===== config.mk =====
export PLATFORM = sky130hd
export DESIGN_NAME = gprf_top
export DESIGN_NICKNAME = d
export VERILOG_FILES = /design/src/rtl/gprf_pkg.sv /design/src/rtl/gprf_wr_decode.sv /design/src/rtl/gprf_storage.sv /design/src/rtl/gprf_rd_port.sv /design/src/rtl/gprf_top.sv
export SDC_FILE = /design/constraint.sdc
export NUM_CORES = 1
export LEC_CHECK = 0
export BUFFER_PORTS_ARGS = -buffer_cell sky130_fd_sc_hd__buf_2
export CORE_UTILIZATION = 40
export CTS_BUF_LIST = sky130_fd_sc_hd__clkbuf_16
export DETAILED_ROUTE_END_ITERATION = 8
export HOLD_SLACK_MARGIN = 0.12
export RECOVER_POWER = 25
export SKIP_CTS_REPAIR_TIMING = 1
export SLEW_MARGIN = 15
export SYNTH_ARGS = -nofsm -noshare
export SYNTH_HDL_FRONTEND = slang
export SYNTH_HIERARCHICAL = 1
export SYNTH_SLANG_ARGS = --single-unit

===== constraint.sdc =====
create_clock -name clk -period 2.5 [get_ports clk]
set_input_delay 0.5 -clock clk [delete_from_list [all_inputs] [get_ports clk]]
set_output_delay 0.5 -clock clk [all_outputs]
set_load 0.05 [all_outputs]

===== src/rtl/gprf_pkg.sv =====
package gprf_pkg;

  localparam int WORD_W    = 16;
  localparam int BYTE_W    = WORD_W / 2;
  localparam int NUM_REGS  = 8;
  localparam int NUM_SPLIT = 4;
  localparam int SEL_W     = $clog2(NUM_REGS);
  localparam int SPLIT_W   = $clog2(NUM_SPLIT);

  typedef logic [WORD_W-1:0] word_t;
  typedef logic [BYTE_W-1:0] byte_t;
  typedef logic [SEL_W-1:0]  sel_t;

  typedef enum logic [SEL_W-1:0] {
    CODE_D0  = 3'd0,
    CODE_D1  = 3'd1,
    CODE_D2  = 3'd2,
    CODE_D3  = 3'd3,
    CODE_STK = 3'd4,
    CODE_FRM = 3'd5,
    CODE_SRC = 3'd6,
    CODE_DST = 3'd7
  } word_code_e;

  // byte codes: upper code bit picks the high half
  function automatic logic byte_is_high(sel_t sel);
    return sel[SEL_W-1];
  endfunction

  // register that owns a byte code
  function automatic sel_t byte_owner(sel_t sel);
    return sel_t'(sel[SPLIT_W-1:0]);
  endfunction

  function automatic byte_t pick_half(word_t w, logic hi);
    return hi ? w[WORD_W-1:BYTE_W] : w[BYTE_W-1:0];
  endfunction

  function automatic word_t zext_byte(byte_t b);
    return word_t'(b);
  endfunction

  // byte presented to a high lane: upper word bits or the byte operand
  function automatic byte_t high_lane_src(word_t d, logic wide);
    return wide ? d[WORD_W-1:BYTE_W] : d[BYTE_W-1:0];
  endfunction

endpackage


===== src/rtl/gprf_wr_decode.sv =====
module gprf_wr_decode
  import gprf_pkg::*;
#(
  parameter int NREGS  = NUM_REGS,
  parameter int NSPLIT = NUM_SPLIT
) (
  input  logic             wr_en,
  input  logic             wr_wide,
  input  sel_t             wr_sel,
  input  word_t            wr_data,
  output logic [NREGS-1:0] lo_en,
  output logic [NREGS-1:0] hi_en,
  output byte_t            lo_byte,
  output byte_t            hi_byte
);

  logic hit_hi;
  sel_t owner;

  always_comb begin
    hit_hi = byte_is_high(wr_sel);
    owner  = byte_owner(wr_sel);
    lo_en  = '0;
    hi_en  = '0;
    for (int r = 0; r < NREGS; r++) begin
      if (wr_en) begin
        if (wr_wide) begin
          if (wr_sel == sel_t'(r)) begin
            lo_en[r] = 1'b1;
            hi_en[r] = 1'b1;
          end
        end else if (r < NSPLIT && owner == sel_t'(r)) begin
          lo_en[r] = ~hit_hi;
          hi_en[r] = hit_hi;
        end
      end
    end
  end

  assign lo_byte = wr_data[BYTE_W-1:0];
  assign hi_byte = high_lane_src(wr_data, wr_wide);

endmodule


===== src/rtl/gprf_storage.sv =====
module gprf_storage
  import gprf_pkg::*;
#(
  parameter int NREGS = NUM_REGS
) (
  input  logic             clk,
  input  logic             rst_n,
  input  logic [NREGS-1:0] lo_en,
  input  logic [NREGS-1:0] hi_en,
  input  byte_t            lo_byte,
  input  byte_t            hi_byte,
  output word_t            regs_q [NREGS]
);

  for (genvar r = 0; r < NREGS; r++) begin : g_reg
    byte_t lo_q, hi_q;

    always_ff @(posedge clk or negedge rst_n) begin
      if (!rst_n)        lo_q <= '0;
      else if (lo_en[r]) lo_q <= lo_byte;
    end

    always_ff @(posedge clk or negedge rst_n) begin
      if (!rst_n)        hi_q <= '0;
      else if (hi_en[r]) hi_q <= hi_byte;
    end

    assign regs_q[r] = {hi_q, lo_q};
  end

endmodule


===== src/rtl/gprf_rd_port.sv =====
module gprf_rd_port
  import gprf_pkg::*;
#(
  parameter int NREGS = NUM_REGS
) (
  input  word_t regs_q [NREGS],
  input  logic  rd_wide,
  input  sel_t  rd_sel,
  output word_t rd_data
);

  word_t whole;
  word_t owner_w;

  always_comb begin
    whole   = regs_q[rd_sel];
    owner_w = regs_q[byte_owner(rd_sel)];
    rd_data = rd_wide ? whole
                      : zext_byte(pick_half(owner_w, byte_is_high(rd_sel)));
  end

endmodule


===== src/rtl/gprf_top.sv =====
module gprf_top
  import gprf_pkg::*;
(
  input  logic        clk,
  input  logic        rst_n,
  input  logic        rd_a_wide,
  input  logic [2:0]  rd_a_sel,
  output logic [15:0] rd_a_data,
  input  logic        rd_b_wide,
  input  logic [2:0]  rd_b_sel,
  output logic [15:0] rd_b_data,
  input  logic        wr_en,
  input  logic        wr_wide,
  input  logic [2:0]  wr_sel,
  input  logic [15:0] wr_data
);

  // named internal events for the checker
  logic [NUM_REGS-1:0] lane_lo_we;
  logic [NUM_REGS-1:0] lane_hi_we;
  byte_t               lane_lo_byte;
  byte_t               lane_hi_byte;
  word_t               reg_view [NUM_REGS];

  gprf_wr_decode #(.NREGS(NUM_REGS), .NSPLIT(NUM_SPLIT)) wdec_i (
    .wr_en   (wr_en),
    .wr_wide (wr_wide),
    .wr_sel  (wr_sel),
    .wr_data (wr_data),
    .lo_en   (lane_lo_we),
    .hi_en   (lane_hi_we),
    .lo_byte (lane_lo_byte),
    .hi_byte (lane_hi_byte)
  );

  gprf_storage #(.NREGS(NUM_REGS)) store_i (
    .clk     (clk),
    .rst_n   (rst_n),
    .lo_en   (lane_lo_we),
    .hi_en   (lane_hi_we),
    .lo_byte (lane_lo_byte),
    .hi_byte (lane_hi_byte),
    .regs_q  (reg_view)
  );

  gprf_rd_port #(.NREGS(NUM_REGS)) rpa_i (
    .regs_q  (reg_view),
    .rd_wide (rd_a_wide),
    .rd_sel  (rd_a_sel),
    .rd_data (rd_a_data)
  );

  gprf_rd_port #(.NREGS(NUM_REGS)) rpb_i (
    .regs_q  (reg_view),
    .rd_wide (rd_b_wide),
    .rd_sel  (rd_b_sel),
    .rd_data (rd_b_data)
  );

endmodule


### After elaboration in Yosys (flattened, before gate mapping)

Index checks and enable logic that the tools add are counted.

* output and inout bits: 32
* register bits after elaboration: 128
* word-level logic and storage cells: 94
* bits of input ports: 31

* $lt $le $gt $ge: 4
* equality and inequality tests: 10
* multiplexer cells: 57
* reductions and logical operators: 2
* bitwise gates (word level): 5

Operators by type and width (count)
* 16-bit binary-select mux with 3-bit select: 4
* 16-bit two-way mux: 10
* 1-bit two-way mux: 40
* 8-bit two-way mux: 3
* 4-bit greater-or-equal comparator (second input constant): 4
* 3-bit equality test (second input constant): 4
* 2-bit NOT with 4-bit output: 2
* 3-bit NOT with 4-bit output: 2
* 3-bit by 2-bit equality test with 1-bit output (second input constant): 2
* 2-bit equality test (second input constant): 2
* 3-bit by 1-bit equality test with 1-bit output (second input constant): 1
* 3-bit logical NOT: 1
* 2-bit by 1-bit equality test with 1-bit output (second input constant): 1
* 2-bit logical NOT: 1
* 1-bit NOT: 1

### Depth between registers and ports, before layout

Gate-level depths: netlist of the first run.

* word-level depth: 6
* mapped depth: 6
* depth with buffers taken out: 3

### Hierarchy

Netlist of the first run, hierarchy kept.

By module, submodules not included
* gprf_storage: sequential area each 3203.1 um^2, cells each 272, area each 4824.6 um^2, times used 1
* gprf_rd_port: sequential area each 0.0 um^2, cells each 123, area each 1266.2 um^2, times used 2
* gprf_wr_decode: sequential area each 0.0 um^2, cells each 41, area each 292.8 um^2, times used 1

### Worst setup path after synthesis of the first run

OpenSTA, ideal clock, no wires.

* path kind: input -> output
* start: input rd_a_sel[2]
* end: output rd_a_data[11]
* cell stages on the path: 4
* arrival: 2.085 ns
* data required time: 2.000 ns
* path buffers: 2
* slack: -0.085 ns
* cells stage by stage: clkbuf_1 clkbuf_1 mux4_2 nor2b_1

* longest elaborated chain between the ends: 5

Ends and longest elaborated chain
* start, declared: RTL line gprf_top.sv:7 `input logic [2:0] rd_a_sel,`
* 3-bit NOT with 4-bit output (not written as such): RTL line gprf_rd_port.sv:16 `whole = regs_q[rd_sel];`
* 16-bit binary-select mux with 3-bit select: RTL line gprf_rd_port.sv:16
* 16-bit two-way mux (not written as such) (2 in a row): RTL line gprf_rd_port.sv:16
* 16-bit two-way mux: RTL line gprf_rd_port.sv:18 `rd_data = rd_wide ? whole`
* end, declared: RTL line gprf_top.sv:8 `output logic [15:0] rd_a_data,`

No other way between the ends. The select of a mux whose other input is x is not followed.

### Final worst setup path of the first run

* start: input rd_b_sel[1]
* end: output rd_b_data[2]

* longest elaborated chain between the ends: 6
* elaborated cells between the ends (all ways): 10
* those cells by class: 8 x mux; 2 x bitwise

Ends and longest elaborated chain
* start, declared: RTL line gprf_top.sv:10 `input logic [2:0] rd_b_sel,`
* 2-bit NOT with 4-bit output (not written as such): RTL line gprf_rd_port.sv:17 `owner_w = regs_q[byte_owner(rd_sel)];`
* 16-bit binary-select mux with 3-bit select: RTL line gprf_rd_port.sv:17
* 16-bit two-way mux (not written as such) (2 in a row): RTL line gprf_rd_port.sv:17
* 8-bit two-way mux: RTL line gprf_pkg.sv:36 `return hi ? w[WORD_W-1:BYTE_W] : w[BYTE_W-1:0];`
* 16-bit two-way mux (*): RTL line gprf_rd_port.sv:18
* end, declared: RTL line gprf_top.sv:11 `output logic [15:0] rd_b_data,`

Mark *: on every way between the ends. The rest lies on a longest branch, timed or not. The select of a mux whose other input is x is not followed.

==> run_results.csv, run 1 <==
group,metric,value,unit
detailed_routing,wl_per_cell,25.1,µm
setup_path,critPathBufInv,3,
detailed_routing,viasPerCell,5.86,
logic_synthesis,ys_seq_area_share,41.9,%
setup_path,crit_type,"in2out",
pwr,power.density,859,mW/mm²
final_layout,final_util,47.9,%
detailed_routing,antenna_left,0,
grt,grt_overflow,0,
pwr,power,7.70,mW
detailed_routing,route.met3.wl,1.08,mm
detailed_routing,vias,5098,
setup_path,start_kind,"input port",
logic_synthesis,synth_cell_type_count,26,
final_layout,drive_gt1_share,50.5,%
setup_path,r2r_cells,1,
pwr,cellLeakagePower,3.87,nW
grt,antenna_found_initial,0,
die,ios,63,
flow_run,cap_violations,0,
placement,placedCellCount,835,
outcome,run_status,"finished, violations left",
timing,tightestPinTransition,1.10,ns
timing,max_freq,0.397,GHz
detailed_routing,met1_length,9.39,mm
clocking,cts_root_buffer,"clkbuf_16",
timing,holdWs,0.457,ns
detailed_routing,highest_layer,"met4",
placement,gp_congestion,0.945,
outcome,violations,"setup timing",
clocking,h-tree-depth,4,
timing,fin_crit,2.52,ns
setup_path,crit_slowest_cell,"mux2i_1",
logic_synthesis,netlist_area,0.00765,mm²
die,die_w,140,µm
clocking,clk_pin_slew,0.05,ns
grt,grt_pass1_vias,5340,
clocking,clock-sinks,128,
detailed_routing,dr.pass1.iters,4,
setup_path,crit_family,"buffers and inverters",
hold_path,min_path_type,"in2reg",
die,dieArea,0.0197,mm²
setup_path,cp.arrival,2.02,ns
timing,period_share,101,%
grt,grt_first_pass_wirelength,32.6,mm
setup_path,rr_startpoint,"store_i/g_reg[0].hi_q[4]",
detailed_routing,met2_length,10.5,mm
timing,drv_slew,0,
clocking,cts_tree,"yes",
logic_synthesis,syn_nets,590,
logic_synthesis,synth_area_per_cell,13.7,µm²
timing,finalSetupViolations,2,
die,die_y,140,µm
die,coreArea,0.0187,mm²
pwr,irDropWorstVdd,0.000414,V
grt,grt_max_degree,45,
setup_path,worstPathRequired,2.00,ns
timing,fin_skew,0,ns
placement,numPortBuffers,62,
final_layout,final_cells,870,
final_layout,area_growth_syn_to_layout,17.2,%
clocking,insertion_delay,0.41,ns
detailed_routing,drc_errors,0,
setup_path,path_max_fanout,14,
clocking,cts_buffers,17,
timing,setup_slack,-0.0166,ns
detailed_routing,drt_wl_total,21.8,mm
placement,pre_cts_ws,-0.174,ns
die,rows,50,
logic_synthesis,synth-seq-cells,128,
hold_path,whs_path_depth,2,
detailed_routing,drt_iter0_drc,297,
hold_path,hold_start,"wr_data[0]",
setup_path,cp_cell_sequence,"clkbuf_4 > buf_12 > mux2i_1 > a22oi_1 > a31o_1 > buf_2",
logic_synthesis,yosysWarnings,6,
timing,hold_violations,0,
grt,grt_usage,22.9,%
logic_synthesis,synthCells,559,
final_layout,nets,657,
setup_path,max_stage_delay,0.52,ns
timing,slew_headroom,26.6,%
clocking,clockBufferDepth,2,
setup_path,path_depth,6,
setup_path,crit_path_end_kind,"output pin",
placement,dpl.hpwl,14.8,mm
final_layout,antenna_cells,0,
die,start_util,40.9,%
setup_path,startpoint,"rd_b_sel[1]",
==> path summary, 6_finish.rpt <==
path	endpoint	slack, ns
min	store_i/g_reg[4].lo_q[0]	0.46
max reg2reg	store_i/g_reg[0].hi_q[4]	1.65
min in group asynchronous	store_i/g_reg[6].hi_q[1]	0.83
max in group asynchronous	store_i/g_reg[1].lo_q[6]	0.36
max	rd_b_data[2]	-0.02
min reg2reg	store_i/g_reg[2].lo_q[2]	0.53
==> through the flow <==
| stage | area, µm² | TNS, ns |
|---|---|---|
| finish | 8960 | -0.0286 |
| global route | 8960 | -0.00735 |
| CTS | 8700 | -1.54 |
| detailed placement | 8170 | -1.46 |
| global placement | 8170 | -1.47 |
| floorplan | 7690 | 0 |
==> layout by cell type (no fill, tap or decap), drive strengths merged <==
master | netlist | routed
a22oi | 32 | 32
a31o | 16 | 16
and2 | 2 | 2
buf | 47 | 83
bufinv | 0 | 2
clkbuf | 12 | 40
clkinv | 0 | 6
clkinvlp | 0 | 1
dfrtp | 128 | 128
dlygate4sd3 | 0 | 1
inv | 0 | 3
mux2 | 136 | 136
mux2i | 96 | 96
mux4 | 32 | 32
nand2 | 2 | 2
nand2b | 1 | 1
nand3 | 1 | 1
nand3b | 2 | 2
nor2 | 11 | 11
nor2b | 36 | 36
nor3 | 1 | 1
nor3b | 2 | 2
or3b | 1 | 1
xnor2 | 1 | 1
==> where the power goes <==
part | switching (mW) | total, mW | internal, mW | leakage, nW
Sequential | 0.423 | 3.02 | 2.59 | 1.55
Clock | 0.852 | 2.27 | 1.42 | 0.273
Combinational | 1.25 | 2.41 | 1.17 | 2.05
Total | 2.52 | 7.70 | 5.18 | 3.87
==> synthesized netlist by cell type, drive strengths merged <==
cell type | number | share of area [%]
nand2 | 2 | 0.098
nor3 | 1 | 0.065
clkbuf | 12 | 0.69
or3b | 1 | 0.11
mux4 | 32 | 9.4
nand2b | 1 | 0.082
nor2 | 11 | 0.54
mux2i | 96 | 13
a22oi | 32 | 3.1
and2 | 2 | 0.16
buf | 47 | 5.9
xnor2 | 1 | 0.11
a31o | 16 | 1.8
nand3 | 1 | 0.065
nand3b | 2 | 0.20
dfrtp | 128 | 42
nor2b | 36 | 2.9
nor3b | 2 | 0.20
mux2 | 136 | 20
==> final cells by class <==
type,instances,area [µm²]
flip-flops and latches,128,3200
repair buffers,107,825
clock buffers,17,425
well taps,234,293
multi-input cells,372,4110
clock inverters,12,106
fillers,1659,9740
==> state kept, by name, summed over array words and instances (netlist names) <==
name            flops
store_i/g.hi_q     64
store_i/g.lo_q     64
==> logic make-up after synthesis <==
family	count (synthesis)	synth area share [%]
AOI/OAI and AO/OA	48	4.97
xor gates and xnor gates	1	0.115
buffers and inverters	59	6.58
DFF	128	41.9
muxes	264	42.0
and+or+nand+nor	59	4.47
==> per-layer routing <==
metal	global-route usage, %	up-vias
li1	-	2221
met1	30.3	2652
met2	36.1	182
met3	4.00	43
met4	12.1	0
met5	0	-
(Power assumes the default switching activity.)
==> run 2: changes to the inputs <==
PLACE_DENSITY = 0.63   (was unset)
==> run 2 against run 1 <==
Net effect: the flow still finishes with violations (setup timing); via count up 0.27%; hold slack worse by 0.011 ns; utilization up 0.39 points; cell count up 0.69%; count of clock-buffer cells in the layout unchanged; sequential share of layout area down 0.29 points; power up 1.3%; setup slack worse by 0.055 ns; design area up 0.81%; register-to-register slack about the same; critical path type unchanged; largest cell class unchanged; largest power group unchanged.
==> run_results.csv, run 2 (same netlist as run 1, synthesis figures left out) <==
group,metric,value,unit
timing,holdWs,0.446,ns
pwr,irDropWorstVdd,0.000406,V
die,ios,63,
grt,grt_pass1_vias,5453,
grt,grt_overflow,0,
timing,final.setup.tns,-0.0900,ns
timing,setup_slack,-0.0718,ns
detailed_routing,wl_per_cell,25.2,µm
die,die_w,140,µm
timing,slew_headroom,32.6,%
timing,hold_violations,0,
hold_path,min_path_type,"in2reg",
setup_path,crit_family,"buffers and inverters",
final_layout,fin_area,0.00903,mm²
timing,drv_slew,0,
setup_path,max_stage_delay,0.40,ns
final_layout,nets,660,
setup_path,path_max_fanout,12,
grt,grt_max_degree,52,
setup_path,cp_cell_sequence,"clkbuf_4 > buf_12 > mux2i_2 > a22oi_1 > buf_4 > a31o_1 > buf_2",
setup_path,critPathBufInv,4,
outcome,violations,"setup timing",
setup_path,r2r_cells,1,
final_layout,reg.largest.list,"store_i/g.hi_q: 64 flops, store_i/g.lo_q: 64 flops",
setup_path,rr_startpoint,"store_i/g_reg[1].hi_q[2]",
setup_path,worstPathRequired,2.00,ns
setup_path,crit_path_end_kind,"output pin",
hold_path,hold_start,"wr_data[1]",
timing,fin_skew,0,ns
pwr,power,7.80,mW
detailed_routing,drt_wl_total,22.1,mm
clocking,insertion_delay,0.42,ns
timing,period_share,103,%
die,die_y,140,µm
final_layout,final_cell_mix,"mux2_2, dfrtp_1, mux2i_1",
detailed_routing,antenna_left,0,
clocking,cts_root_buffer,"clkbuf_16",
detailed_routing,drc_errors,0,
grt,grt_first_pass_wirelength,32.9,mm
timing,max_freq,0.389,GHz
pwr,power.density,863,mW/mm²
die,start_util,40.9,%
flow_run,cap_violations,0,
outcome,run_status,"finished, violations left",
placement,placedCellCount,838,
timing,rsz0062_at_grt,"yes",
grt,antenna_found_initial,0,
timing,tightestPinTransition,1.01,ns
final_layout,antenna_cells,0,
detailed_routing,dr.pass1.iters,5,
setup_path,rr_endpoint,"store_i/g_reg[1].hi_q[2]",
final_layout,area_growth_syn_to_layout,18.1,%
hold_path,whs_path_depth,2,
timing,finalSetupViolations,3,
clocking,clockBufferDepth,2,
hold_path,hold_end,"store_i/g_reg[2].lo_q[1]",
die,rows,50,
setup_path,crit_slowest_cell,"mux2i_2",
setup_path,start_kind,"input port",
final_layout,drive_gt1_share,50.9,%
setup_path,cp.arrival,2.07,ns
setup_path,reg2reg_slack,1.66,ns
grt,grt_usage,22.9,%
placement,gp_congestion,0.845,
placement,numPortBuffers,62,
placement,post_dp_cell_area,0.00818,mm²
clocking,cts_tree,"yes",
clocking,cts_buffers,17,
clocking,h-tree-depth,4,
detailed_routing,vias,5112,
clocking,clk_pin_slew,0.05,ns
detailed_routing,viasPerCell,5.84,
setup_path,crit_type,"in2out",
clocking,clock-sinks,128,
die,dieArea,0.0197,mm²
placement,dpl.hpwl,15.3,mm
die,coreArea,0.0187,mm²
final_layout,final_cells,876,
pwr,cellLeakagePower,3.90,nW
detailed_routing,drt_iter0_drc,283,
timing,fin_crit,2.57,ns
-- run 2: cell types whose count changed in the layout (fill, tap and decap cells not counted), sizes merged --
cell	previous run	this run
buf	83	89
clkbuf	40	37
clkinvlp	1	4
clkinv	6	7
inv	3	2
-- run 2: report_power, final --
| group | internal (mW) | switching, mW |
|---|---|---|
| Clock | 1.44 | 0.898 |
| Sequential | 2.59 | 0.424 |
| Combinational | 1.19 | 1.26 |
-- run 2: layer usage --
layer	GRT usage (%)	wire, µm	vias up
li1	-	-	2230
met1	29.6	9360	2649
met3	4.41	1030	47
met5	0	0	-
met4	13.0	1120	0
met2	36.1	10600	186
-- run 2: area by class of cell --
class	count	area, µm²
Tap cell	234	293
Clock inverter	15	129
Fill cell	1613	9670
Multi-Input combinational cell	372	4090
Clock buffer	17	425
Timing Repair Buffer	110	898
Sequential cell	128	3200
-- run 2: worst max-delay path by stage --
stage | startpoint | to | cells past startpoint
global placement | rd_a_sel[1] | rd_a_data[0] | 7
floorplan | rd_a_sel[2] | rd_a_data[11] | 4
finish | rd_b_sel[1] | rd_b_data[0] | 7
CTS | rd_a_sel[1] | rd_a_data[0] | 7
global route | rd_b_sel[1] | rd_b_data[0] | 7
detailed placement | rd_a_sel[0] | rd_a_data[0] | 6
-- run 2: through the flow --
stage	worst slack, ns	util, %
after CTS	-0.175	46.7
after global placement	-0.168	43.7
after floorplan	0.158	-
after global routing	-0.0507	48.3
after detailed placement	-0.172	43.7
final	-0.0718	48.3
